===== config.mk =====
export PLATFORM = sky130hd
export DESIGN_NAME = sgi_dispatch
export DESIGN_NICKNAME = d
export VERILOG_FILES = /design/src/rtl/sgi_pkg.sv /design/src/rtl/sgi_word_decode.sv /design/src/rtl/sgi_target_resolve.sv /design/src/rtl/sgi_pend_bank.sv /design/src/rtl/sgi_dispatch.sv
export SDC_FILE = /design/constraint.sdc
export NUM_CORES = 1
export LEC_CHECK = 0
export ABC_AREA = 1
export BUFFER_PORTS_ARGS = -buffer_cell sky130_fd_sc_hd__buf_4
export CAP_MARGIN = 20
export CORE_UTILIZATION = 50
export CTS_CLUSTER_SIZE = 10
export DETAILED_ROUTE_END_ITERATION = 7
export GPL_ROUTABILITY_DRIVEN = 0
export PLACE_DENSITY = 0.83
export SYNTH_ARGS = -nofsm -noshare
export SYNTH_HDL_FRONTEND = slang
export SYNTH_SLANG_ARGS = --single-unit

===== constraint.sdc =====
create_clock -name clk -period 1.9 [get_ports clk]
set_input_delay 0.095 -clock clk [delete_from_list [all_inputs] [get_ports clk]]
set_output_delay 0.095 -clock clk [all_outputs]
set_load 0.01 [all_outputs]

===== src/rtl/sgi_pkg.sv =====
package sgi_pkg;

    localparam int SGI_IDS   = 16;
    localparam int SGI_IDW   = 4;
    localparam int MAX_CORES = 8;
    localparam int WORD_W    = 32;

    // field positions within the control word
    localparam int ID_LSB    = 0;
    localparam int MASK_LSB  = 16;
    localparam int MODE_LSB  = 24;

    typedef enum logic [1:0] {
        FLT_LIST   = 2'd0,
        FLT_OTHERS = 2'd1,
        FLT_SELF   = 2'd2,
        FLT_RSVD   = 2'd3
    } sgi_filter_e;

    typedef struct packed {
        logic                   valid;
        sgi_filter_e            filter;
        logic [MAX_CORES-1:0]   core_mask;
        logic [SGI_IDW-1:0]     sgi_id;
    } sgi_req_t;

    function automatic sgi_req_t unpack_word(input logic wv, input logic [WORD_W-1:0] w);
        sgi_req_t r;
        r.valid     = wv;
        r.filter    = sgi_filter_e'(w[MODE_LSB +: 2]);
        r.core_mask = w[MASK_LSB +: MAX_CORES];
        r.sgi_id    = w[ID_LSB +: SGI_IDW];
        return r;
    endfunction

    function automatic logic [SGI_IDS-1:0] id_onehot(input logic [SGI_IDW-1:0] id);
        logic [SGI_IDS-1:0] v;
        v = '0;
        v[id] = 1'b1;
        return v;
    endfunction

endpackage


===== src/rtl/sgi_word_decode.sv =====
module sgi_word_decode
    import sgi_pkg::*;
(
    input  logic              wr_valid,
    input  logic [WORD_W-1:0] wr_data,
    output sgi_req_t          req
);

    always_comb begin
        req = unpack_word(wr_valid, wr_data);
        // the reserved mode never produces a request
        if (req.filter == FLT_RSVD) begin
            req.valid = 1'b0;
        end
    end

endmodule


===== src/rtl/sgi_target_resolve.sv =====
module sgi_target_resolve
    import sgi_pkg::*;
#(
    parameter int NUM_CORES = 4,
    parameter int CORE_W    = 2
)(
    input  sgi_req_t           req,
    input  logic [CORE_W-1:0]  wr_core,
    output logic [NUM_CORES-1:0] targets,
    output logic [SGI_IDS-1:0]   set_vec
);

    for (genvar c = 0; c < NUM_CORES; c++) begin : g_core
        logic is_writer;
        assign is_writer = (wr_core == CORE_W'(c));
        always_comb begin
            unique case (req.filter)
                FLT_LIST:   targets[c] = req.valid & req.core_mask[c];
                FLT_OTHERS: targets[c] = req.valid & ~is_writer;
                FLT_SELF:   targets[c] = req.valid & is_writer;
                default:    targets[c] = 1'b0;
            endcase
        end
    end

    assign set_vec = id_onehot(req.sgi_id);

endmodule


===== src/rtl/sgi_pend_bank.sv =====
module sgi_pend_bank
    import sgi_pkg::*;
(
    input  logic               clk,
    input  logic               rst,
    input  logic               set_en,
    input  logic [SGI_IDS-1:0] set_vec,
    input  logic               ack_en,
    input  logic [SGI_IDW-1:0] ack_num,
    output logic [SGI_IDS-1:0] pend_q
);

    logic [SGI_IDS-1:0] clr_vec;
    logic [SGI_IDS-1:0] pend_d;

    always_comb begin
        clr_vec = ack_en ? id_onehot(ack_num) : '0;
        // set is applied after clear so a colliding request survives
        pend_d  = (pend_q & ~clr_vec) | (set_en ? set_vec : '0);
    end

    always_ff @(posedge clk) begin
        if (rst) begin
            pend_q <= '0;
        end else begin
            pend_q <= pend_d;
        end
    end

endmodule


===== src/rtl/sgi_dispatch.sv =====
module sgi_dispatch
    import sgi_pkg::*;
#(
    parameter int NUM_CORES = 4,
    localparam int CORE_W   = (NUM_CORES > 1) ? $clog2(NUM_CORES) : 1
)(
    input  logic                          clk,
    input  logic                          rst,
    input  logic                          wr_valid,
    input  logic [CORE_W-1:0]             wr_core,
    input  logic [31:0]                   wr_data,
    input  logic [NUM_CORES-1:0]          ack_valid,
    input  logic [4*NUM_CORES-1:0]        ack_id,
    output logic [16*NUM_CORES-1:0]       pend
);

    initial begin
        if (NUM_CORES < 1 || NUM_CORES > MAX_CORES) begin
            $error("NUM_CORES out of range");
        end
    end

    sgi_req_t               req;
    logic [NUM_CORES-1:0]   targets;
    logic [SGI_IDS-1:0]     set_vec;

    sgi_word_decode u_dec (
        .wr_valid (wr_valid),
        .wr_data  (wr_data),
        .req      (req)
    );

    sgi_target_resolve #(
        .NUM_CORES (NUM_CORES),
        .CORE_W    (CORE_W)
    ) u_tgt (
        .req     (req),
        .wr_core (wr_core),
        .targets (targets),
        .set_vec (set_vec)
    );

    for (genvar c = 0; c < NUM_CORES; c++) begin : g_bank
        sgi_pend_bank u_bank (
            .clk     (clk),
            .rst     (rst),
            .set_en  (targets[c]),
            .set_vec (set_vec),
            .ack_en  (ack_valid[c]),
            .ack_num (ack_id[c*SGI_IDW +: SGI_IDW]),
            .pend_q  (pend[c*SGI_IDS +: SGI_IDS])
        );
    end

endmodule


# Word level (Yosys, flattened, before mapping)
# Cells that the tools add are included.
dict set report totals {
  register_bits 64
  inputBits 57
  out_inout_bits 64
  wordCells 78
}
dict set report classes {
  order_cmp 10
  n_eq_ne 6
  muxes 23
  n_bitwise 28
  reduce_logical 7
}
# operator count
set op_table {}
lappend op_table {{16-bit 2-to-1 mux} 8}
lappend op_table {{16-bit bitwise AND} 4}
lappend op_table {{16-bit inverter} 4}
lappend op_table {{16-bit bitwise OR} 4}
lappend op_table {{4-bit by 5-bit less-than comparator with 1-bit output (second input constant)} 5}
lappend op_table {{1-bit demux with 4-bit select} 5}
lappend op_table {{4-bit by 1-bit greater-or-equal comparator with 1-bit output (second input constant)} 5}
lappend op_table {{1-bit bitwise AND} 12}
lappend op_table {{1-bit one-hot mux with 3 select lines} 4}
lappend op_table {{2-bit == test (second input constant)} 4}
lappend op_table {{1-bit 2-to-1 mux} 6}
lappend op_table {{1-bit logical AND} 5}
lappend op_table {{2-bit by 1-bit == test with 1-bit output (second input constant)} 2}
lappend op_table {{2-bit logical NOT} 2}
lappend op_table {{1-bit inverter} 4}

# Depth between registers and ports, before layout
# Gate-level depths: netlist (run 1).
dict set report depth {
  depth_word 8
  mapped_depth 8
  ltp_nobuf 7
}

# Modules after synthesis
# A second synthesis (run 1) with hierarchy kept.
dict set report hier_totals {
  cells_unflattened 488
  area_unflattened_um2 3214.3
}
# module n_inst cells_per_inst area_per_inst_um2 seq_area_each_um2
set modules_own_cells {}
lappend modules_own_cells {sgi_pend_bank 4 101 700.7 320.3}
lappend modules_own_cells {sgi_target_resolve 1 68 294.0 0.0}
lappend modules_own_cells {sgi_word_decode 1 16 117.6 0.0}

# Worst setup path before layout (run 1)
# OpenSTA, ideal clock, no wires.
dict set report synth_timing {
  path_type {in2reg}
  startpoint {input port wr_data[24]}
  endpoint {register g_bank[1].u_bank.pend_q[13]}
  arrival_ps 1099
  path_slack_ps 731
  stages 8
  n_path_buf 1
  path_cell_list {inv_1 ha_1 inv_2 nor2_1 nor2_4 buf_6 nand3_1 a21oi_1}
}
dict set report synth_between {
  elab_chain_cells 6
}
# item line_no
set synth_lines {}
lappend synth_lines {{start, declared} sgi_dispatch.sv:11} ;# input logic [31:0] wr_data,
lappend synth_lines {{2-bit == test} sgi_word_decode.sv:12} ;# if (req.filter == FLT_RSVD) begin
lappend synth_lines {{1-bit 2-to-1 mux} sgi_word_decode.sv:12}
lappend synth_lines {{1-bit bitwise AND, on equally long branches} {sgi_target_resolve.sv:20, sgi_target_resolve.sv:18, sgi_target_resolve.sv:19}}
lappend synth_lines {{1-bit one-hot mux with 3 select lines *} sgi_target_resolve.sv:17} ;# unique case (req.filter)
lappend synth_lines {{16-bit 2-to-1 mux *} sgi_pend_bank.sv:19} ;# pend_d = (pend_q & ~clr_vec) | (set_en ? set_vec : '0);
lappend synth_lines {{16-bit bitwise OR *} sgi_pend_bank.sv:19}
lappend synth_lines {{end signal, assigned} sgi_pend_bank.sv:26} ;# pend_q <= pend_d;
lappend synth_lines {{end, declared} sgi_pend_bank.sv:10} ;# output logic [SGI_IDS-1:0] pend_q
# Every way passes the cells marked *; elsewhere a longest branch is shown, timed or not.
# A chain may end at the register's enable or synchronous reset.

# Worst setup path after layout (run 1)
dict set report layout_timing {
  startpoint {input port wr_data[24]}
  endpoint {register g_bank[2].u_bank.pend_q[7]}
}
dict set report layout_between {
  elab_chain_cells 6
}
# item line_no
set layout_lines {}
lappend layout_lines {{2-bit == test} sgi_word_decode.sv:12}
lappend layout_lines {{1-bit 2-to-1 mux} sgi_word_decode.sv:12}
lappend layout_lines {{1-bit bitwise AND, on equally long branches} {sgi_target_resolve.sv:20, sgi_target_resolve.sv:18, sgi_target_resolve.sv:19}}
lappend layout_lines {{1-bit one-hot mux with 3 select lines *} sgi_target_resolve.sv:17}
lappend layout_lines {{16-bit 2-to-1 mux *} sgi_pend_bank.sv:19}
lappend layout_lines {{16-bit bitwise OR *} sgi_pend_bank.sv:19}
lappend layout_lines {{end signal, assigned} sgi_pend_bank.sv:26}
lappend layout_lines {{end, declared} sgi_pend_bank.sv:10}
# Marks and branches as above.

==> flow_summary.json, run 1 <==
{
  "status": "finished, final reports clean",
  "row_count": 27,
  "largestRegisters": "g_bank.u_bank.pend_q: 64 flops",
  "endpoint": "g_bank[2].u_bank.pend_q[7]$_SDFF_PP0_",
  "htreeDepth": 3,
  "slew_viol_final": 0,
  "area_growth_pct": 32.0,
  "grt_pass1_wl_mm": 14.1,
  "netlist_instances": 397,
  "endpoint_kind": "register",
  "clkTransAtPathRegs_ns": 0.07,
  "die_w_um": 78.9,
  "grt_use_met1": 0.377,
  "p_per_area_nw_per_um2": 778,
  "final-hold-violation-count": 0,
  "yosysSeqAreaShare": 0.433,
  "maxSlewHeadroom": 0.563,
  "timing.rr.start": "g_bank[2].u_bank.pend_q[7]$_SDFF_PP0_",
  "grt_max_degree": 65,
  "r2r_end": "g_bank[2].u_bank.pend_q[7]$_SDFF_PP0_",
  "grtUsageMet3": 0.0483,
  "dp_hpwl_mm": 6.37,
  "yosys_warnings": 0,
  "worst_slack_ns": 0.658,
  "drt-initial-drc-count": 355,
  "drtPass1Iterations": 6,
  "cts_max_path_buffers": 2,
  "cts_made_buffers": 9,
  "ant_nets": 0,
  "setup_tns_ns": 0,
  "leakage_uw": 0.00161,
  "netlist.area_leader.share": 0.433,
  "clock-sinks": 64,
  "holdBufCountCts": 0,
  "fmax_mhz": 805,
  "place_ws_ns": 0.415,
  "drc": 0,
  "globalRouteOverflowTotal": 0,
  "cts_root_buf": "clkbuf_8",
  "ir_worst_vdd_mv": 0.417,
  "core_region_area_um2": 5610,
  "antenna_found_initial": 0,
  "finalCritPeriodShare": 0.654,
  "cp-start-kind": "input pin",
  "min_period_ns": 1.24,
  "synth-main-ff-cell": "dfxtp_1",
  "die_area_um2": 6230,
  "hold_path.class": "in -> reg",
  "clock_skew_ns": 0,
  "postCtsSetupBuffers": 0,
  "vias": 3312,
  "top_usage_layer": "met2",
  "post_cts_resized": 0,
  "cp-startpoint": "wr_data[24]",
  "nNetsFinal": 552,
  "grt_pass1_vias": 3000,
  "arrival_ns": 1.49,
  "setup_viol": 0,
  "track_usage": 0.295,
  "cts_tree": "done",
  "required_ns": 2.15,
  "yosysMostFrequentCell": "nand3_1",
  "synthTopCellsByArea": "dfxtp_1 43%, nand3_1 15%, o21ai_0 11%, a21oi_1 11%, nand2_1 4.9%",
  "critPathMaxFanout": 16,
  "routedWlPerCell_um": 15.8,
  "syn_area_um2": 2960,
  "largest_reg_flops": 64,
  "die_y_um": 78.9,
  "clock_latency_ns": 0.33,
  "rsz0062_at_grt": "no",
  "vias_per_cell": 5.83,
  "io_buffers": 98,
  "tightest_slew_ns": 0.656,
  "synthTopCellsByCount": "90 x nand3_1, 65 x o21ai_0, 64 x a21oi_1, 64 x dfxtp_1, 39 x nand2_1",
  "yosys_register_bits": 64,
  "initial_core_util": 0.527,
  "synth.distinct_cells": 16,
  "avgSynthCellArea_um2": 7.45,
  "gr-usage-met2": 0.490,
  "io-pin-count": 121,
  "rrSetupSlack_ns": 1.15,
  "critPathKind": "in -> reg",
  "syn_nets": 458,
  "synth_edf_count": 0,
  "synth_top_area_cell": "dfxtp_1",
  "reg2regPathDepth": 2,
  "wl_mm": 8.95,
  "drive_gt1_frac": 0.252,
  "diodes": 0,
  "maxCapViolCount": 0,
  "regMostFlops": "g_bank.u_bank.pend_q",
  "ys_async_sr_fraction": 0
}
==> power breakdown <==
group	switching (uW)	leakage, uW	total, uW	internal, uW
Combinational	242	0.000987	354	112
Sequential	6.76	0.000516	1360	1350
Clock	547	0.000109	1330	778
Total	796	0.00161	3040	2240
==> cell usage in the layout, fill, tap and decap left out <==
master / n
dfxtp_1: 64
nand3_2: 4
nor2_4: 4
a21oi_1: 64
nor2_1: 21
nor2_2: 1
clkbuf_8: 10
inv_1: 24
ha_1: 4
o21ai_0: 65
nand3_1: 90
nand2_1: 39
bufinv_16: 2
clkinvlp_4: 2
nand2_4: 1
inv_2: 1
buf_4: 98
clkinv_4: 2
==> per-stage QoR <==
stage | instances | utilization | power [uW] | area, um^2 | hold WS [ns]
2_1_floorplan | 397 | - | 1610 | 2960 | 0.358
3_3_place_gp | 552 | 0.655 | 1730 | 3670 | 0.466
3_5_place_dp | 552 | 0.655 | 1740 | 3670 | 0.468
4_1_cts | 568 | 0.696 | 3030 | 3910 | 0.157
5_1_grt | 568 | 0.696 | 3150 | 3910 | 0.193
6_report | 568 | 0.696 | 3040 | 3910 | 0.166
==> how the worst min path moves through the flow <==
stage | from | endpoint | slack, ns | cells past startpoint
6_report | ack_id[12] | g_bank[3].u_bank.pend_q[13]$_SDFF_PP0_ | 0.17 | 4
3_5_place_dp | g_bank[3].u_bank.pend_q[13]$_SDFF_PP0_ | g_bank[3].u_bank.pend_q[13]$_SDFF_PP0_ | 0.47 | 2
2_1_floorplan | ack_id[12] | g_bank[3].u_bank.pend_q[13]$_SDFF_PP0_ | 0.36 | 3
4_1_cts | ack_id[12] | g_bank[3].u_bank.pend_q[13]$_SDFF_PP0_ | 0.16 | 4
3_3_place_gp | g_bank[3].u_bank.pend_q[14]$_SDFF_PP0_ | g_bank[3].u_bank.pend_q[14]$_SDFF_PP0_ | 0.47 | 2
5_1_grt | ack_id[12] | g_bank[3].u_bank.pend_q[13]$_SDFF_PP0_ | 0.19 | 4
==> area by class of cell <==
| cell class | instances | area, um^2 |
|---|---|---|
| clock inverters | 6 | 92.6 |
| clock buffers | 10 | 138 |
| repair buffers | 98 | 736 |
| flip-flops and latches | 64 | 1280 |
| multi-input cells | 293 | 1470 |
| fillers | 483 | 1700 |
| well taps | 72 | 90.1 |
| inverters | 25 | 93.8 |
==> worst max-delay path: stages <==
cell and delay (ns):
buf_4 0.10, inv_1 0.04, ha_1 0.29, inv_2 0.15, nor2_1 0.09, nor2_4 0.32, nand3_1 0.17, a21oi_1 0.22
==> layer usage <==
metal  vias to the layer above  wire length [um]
li1                       1573                 -
met1                      1525              3590
met2                       190              4360
met3                        24               826
met4                         0               170
met5                         -                 0
==> cells by family (layout without fill, tap and decap cells) <==
group / after synthesis / in the layout / synth area share
AND/OR/NAND/NOR: 160 / 160 / 0.263
AO/OA/AOI/OAI: 129 / 129 / 0.218
flip-flops: 64 / 64 / 0.433
buffers and inverters: 40 / 139 / 0.0685
adder cells (fa/ha/maj): 4 / 4 / 0.0169
No activity file was read; power rests on OpenSTA's default activity.
==> run 2: changes to the inputs <==
- CORE_UTILIZATION: 50 -> 43
- PLACE_DENSITY: 0.83 -> 0.75
- clock period: 1.9 -> 1.1 ns (I/O delays scaled with it)
==> flow_summary.json, run 2 (synthesis gave the netlist of run 1 again) <==
{
  "maxCapViolCount": 0,
  "min_period_ns": 0.968,
  "setup_viol": 0,
  "routedWlPerCell_um": 15.0,
  "wl_mm": 9.08,
  "holdBufCountCts": 0,
  "leakage_uw": 0.00180,
  "row_count": 29,
  "clkTransAtPathRegs_ns": 0.07,
  "cts_max_path_buffers": 2,
  "timing.rr.start": "g_bank[2].u_bank.pend_q[10]$_SDFF_PP0_",
  "final_common_cell": "buf_4",
  "die_y_um": 84.9,
  "fmax_mhz": 1030,
  "dp_hpwl_mm": 6.89,
  "cts_made_buffers": 9,
  "violations": "DRC",
  "io-pin-count": 121,
  "die_w_um": 84.9,
  "slew_viol_final": 0,
  "finalCritPeriodShare": 0.880,
  "layout_common_cells": "123 x buf_4, 90 x nand3_1, 65 x o21ai_0",
  "vias_per_cell": 5.54,
  "initial_core_util": 0.455,
  "cts_root_buf": "clkbuf_8",
  "hold_depth": 4,
  "drtPass1Iterations": 8,
  "htreeDepth": 3,
  "final-hold-violation-count": 0,
  "r2r_end": "g_bank[2].u_bank.pend_q[10]$_SDFF_PP0_",
  "area_growth_pct": 42.4,
  "clock-sinks": 64,
  "arrival_ns": 1.20,
  "maxSlewHeadroom": 0.695,
  "finalPower_uw": 4960,
  "largestRegisters": "g_bank.u_bank.pend_q: 64 flops",
  "holdWs_ns": 0.121,
  "reg2regPathDepth": 2,
  "post_dp_cell_area_um2": 4030,
  "clock_latency_ns": 0.35,
  "rrSetupSlack_ns": 0.38,
  "largest_reg_flops": 64,
  "vias": 3359,
  "rsz0062_at_grt": "no",
  "cp-start-kind": "input pin",
  "postCtsSetupBuffers": 0,
  "status": "complete, but fails checks",
  "ir_worst_vdd_mv": 0.658,
  "regMostFlops": "g_bank.u_bank.pend_q",
  "fin_area_um2": 4210,
  "drt-initial-drc-count": 189,
  "diodes": 0,
  "globalRouteOverflowTotal": 0,
  "nNetsFinal": 585,
  "antenna_found_initial": 0,
  "grt_max_degree": 65,
  "drc": 8,
  "cts_tree": "done",
  "post_cts_resized": 0,
  "fillers": 601,
  "io_buffers": 98,
  "critPathKind": "in -> reg",
  "critPathMaxFanout": 16,
  "die_area_um2": 7210,
  "grt_pass1_vias": 3170,
  "grt_pass1_wl_mm": 14.7,
  "p_per_area_nw_per_um2": 1180,
  "required_ns": 1.33,
  "clock_skew_ns": 0,
  "drive_gt1_frac": 0.297,
  "ant_nets": 0,
  "holdPathEnd": "g_bank[0].u_bank.pend_q[15]$_SDFF_PP0_",
  "endpoint_kind": "register",
  "track_usage": 0.258,
  "hold_path.class": "in -> reg",
  "tightest_slew_ns": 0.456,
  "core_region_area_um2": 6490,
  "hold_path_startpoint": "ack_id[2]"
}
run 2: changes by cell type in the layout (fill, tap and decap cells not counted), sizes merged:
cell | before | now
clkbuf | 10 | 12
buf | 98 | 131
bufinv | 2 | 0
run 2: power by group:
part	switching (uW)	internal, uW
sequential	11.7	2340
combinational	433	317
clock	916	940
run 2: worst max path at each step:
stage	start	end	slack, ns
after floorplan	wr_data[24]	g_bank[1].u_bank.pend_q[13]$_SDFF_PP0_	-0.005
after global placement	wr_data[24]	g_bank[1].u_bank.pend_q[6]$_SDFF_PP0_	-0.20
after detailed placement	wr_data[24]	g_bank[1].u_bank.pend_q[14]$_SDFF_PP0_	-0.22
after CTS	wr_data[24]	g_bank[1].u_bank.pend_q[14]$_SDFF_PP0_	0.15
after global routing	wr_data[24]	g_bank[3].u_bank.pend_q[7]$_SDFF_PP0_	0.006
final	wr_data[24]	g_bank[3].u_bank.pend_q[7]$_SDFF_PP0_	0.13
run 2: metrics by stage:
step                      utilization  instances  setup slack, ns  setup TNS, ns
after floorplan                     -        397         -0.00503         -0.102
after detailed placement        0.620        590           -0.218         -11.17
after global routing            0.649        606          0.00618              0
final                           0.649        606            0.132              0
after CTS                       0.649        606            0.149              0
after global placement          0.620        590           -0.198          -9.60
run 2: worst max-delay path, stage by stage:
cell	delay (ns)
buf_4	0.10
inv_1	0.04
ha_1	0.29
inv_2	0.15
nand3_2	0.29
nand3_1	0.18
a21oi_1	0.09
run 2: cell type report:
type	count	area [um^2]	share of cell area
flip-flops and latches	64	1280	0.304
well taps	77	96.3	0.0229
repair buffers	131	1080	0.257
multi-input cells	293	1470	0.350
clock inverters	4	28.8	0.00683
inverters	25	93.8	0.0223
clock buffers	12	155	0.0368
run 2: metal layers:
layer,GRT usage,part of all wire,up-vias
met5,0,0,-
met4,0.112,0.027,0
met3,0.0525,0.064,20
met2,0.425,0.47,134
met1,0.328,0.44,1557
li1,-,-,1648
==> run 3: changes to the inputs <==
- PLACE_DENSITY: 0.75 -> not set
- PLACE_DENSITY_LB_ADDON: not set -> 0.05
- RECOVER_POWER: not set -> 25
==> flow_summary.json, run 3 (synthesis gave the netlist of run 1 again) <==
{
  "io-pin-count": 121,
  "routedWlPerCell_um": 14.6,
  "drc": 8,
  "grtUsageMet3": 0.0409,
  "clkTransAtPathRegs_ns": 0.07,
  "violations": "DRC",
  "fmax_mhz": 1040,
  "globalRouteOverflowTotal": 0,
  "die_y_um": 84.9,
  "finalCritPeriodShare": 0.878,
  "slew_viol_final": 0,
  "initial_core_util": 0.455,
  "rsz0062_at_grt": "no",
  "arrival_ns": 1.23,
  "slowest_delay_ns": 0.29,
  "leakage_uw": 0.00173,
  "grt_pass1_vias": 3174,
  "final_util": 0.646,
  "largestRegisters": "g_bank.u_bank.pend_q: 64 flops",
  "post_cts_resized": 0,
  "cp-start-kind": "input pin",
  "path_cells": "buf_4 -> inv_1 -> ha_1 -> inv_2 -> nor2_1 -> nor2_4 -> buf_12 -> nand3_1 -> a21oi_1",
  "fin_area_um2": 4200,
  "cts_max_path_buffers": 2,
  "final_common_cell": "buf_4",
  "status": "complete, but fails checks",
  "wl_mm": 9.04,
  "fillers": 610,
  "drt-initial-drc-count": 194,
  "critPathMaxFanout": 16,
  "grt_max_degree": 65,
  "antenna_found_initial": 0,
  "row_count": 29,
  "htreeDepth": 3,
  "core_region_area_um2": 6490,
  "drive_gt1_frac": 0.254,
  "grt_pass1_wl_mm": 14.6,
  "p_per_area_nw_per_um2": 1250,
  "post_dp_cell_area_um2": 4100,
  "vias_per_cell": 5.37,
  "min_period_ns": 0.965,
  "ir_worst_vdd_mv": 0.754,
  "final-hold-violation-count": 0,
  "cts_tree": "done",
  "setup_tns_ns": 0,
  "regMostFlops": "g_bank.u_bank.pend_q",
  "top_usage_layer": "met2",
  "clock_latency_ns": 0.34,
  "clock_skew_ns": 0,
  "cts_root_buf": "clkbuf_8",
  "io_buffers": 98,
  "diodes": 0,
  "track_usage": 0.257,
  "ant_nets": 0,
  "required_ns": 1.36,
  "endpoint_kind": "register",
  "holdBufCountCts": 0,
  "die_area_um2": 7210,
  "postCtsSetupBuffers": 0,
  "cp_slowest_cell": "ha_1",
  "critPathKind": "in -> reg",
  "cts_made_buffers": 9,
  "finalPower_uw": 5260,
  "maxCapViolCount": 0,
  "worst_slack_ns": 0.135,
  "largest_reg_flops": 64,
  "area_growth_pct": 41.8,
  "grt_use_met1": 0.327,
  "dp_hpwl_mm": 7.03,
  "drtPass1Iterations": 7,
  "hold_path.class": "in -> reg",
  "die_w_um": 84.9,
  "gr-usage-met2": 0.436,
  "maxSlewHeadroom": 0.812,
  "clock-sinks": 64,
  "tightest_slew_ns": 0.282,
  "path_delay_family": "buffers and inverters",
  "path_buf_inv": 4,
  "layout_common_cells": "103 x buf_4, 90 x nand3_1, 65 x o21ai_0",
  "setup_viol": 0,
  "vias": 3315,
  "nNetsFinal": 596,
  "place_ws_ns": -0.215
}
-- run 3: cell types whose count changed in the layout (fill, tap and decap cells not counted) --
cell        change
buf_4          -20
clkbuf_8        +1
clkbuf_1       +31
buf_12          -1
clkinvlp_4      -1
bufinv_16       +1
-- run 3: worst paths after layout --
path / slack [ns] / start / end / cells past startpoint
setup / recovery: 0.13 / wr_data[24] / g_bank[0].u_bank.pend_q[12]$_SDFF_PP0_ / 9
hold reg to reg: 0.47 / g_bank[3].u_bank.pend_q[14]$_SDFF_PP0_ / g_bank[3].u_bank.pend_q[14]$_SDFF_PP0_ / 2
hold / removal: 0.14 / ack_id[14] / g_bank[3].u_bank.pend_q[14]$_SDFF_PP0_ / 4
setup reg to reg: 0.42 / g_bank[2].u_bank.pend_q[11]$_SDFF_PP0_ / g_bank[2].u_bank.pend_q[11]$_SDFF_PP0_ / 2
-- run 3: metrics by stage --
| step | hold slack (ns) | instances |
|---|---|---|
| after floorplan | 0.318 | 397 |
| after global placement | 0.465 | 601 |
| after detailed placement | 0.467 | 601 |
| after CTS | 0.132 | 617 |
| after global routing | 0.166 | 617 |
| final | 0.139 | 617 |
-- run 3: where the power goes --
group	internal, uW	switching (uW)	leakage [uW]
Combinational	326	440	0.00111
Sequential	2340	10.6	0.000516
Clock	1230	916	0.000109
-- run 3: worst register-to-register path, cell delays in order (launching register included) --
cell and delay (ns):
dfxtp_1 0.36, o21ai_0 0.10, a21oi_1 0.15
-- run 3: area by class of cell --
type | count | area, um^2 | area share
multi-input combinational | 293 | 1470 | 0.351
clock inverter | 4 | 51.3 | 0.0122
timing repair buffer | 142 | 1030 | 0.246
inverter | 25 | 93.8 | 0.0224
sequential | 64 | 1280 | 0.305
clock buffer | 12 | 165 | 0.0394
tap | 77 | 96.3 | 0.0230
-- run 3: metal layers --
metal,up-vias,part of all wire
li1,1671,-
met1,1490,0.44
met2,139,0.48
met3,15,0.058
met4,0,0.017
met5,-,0
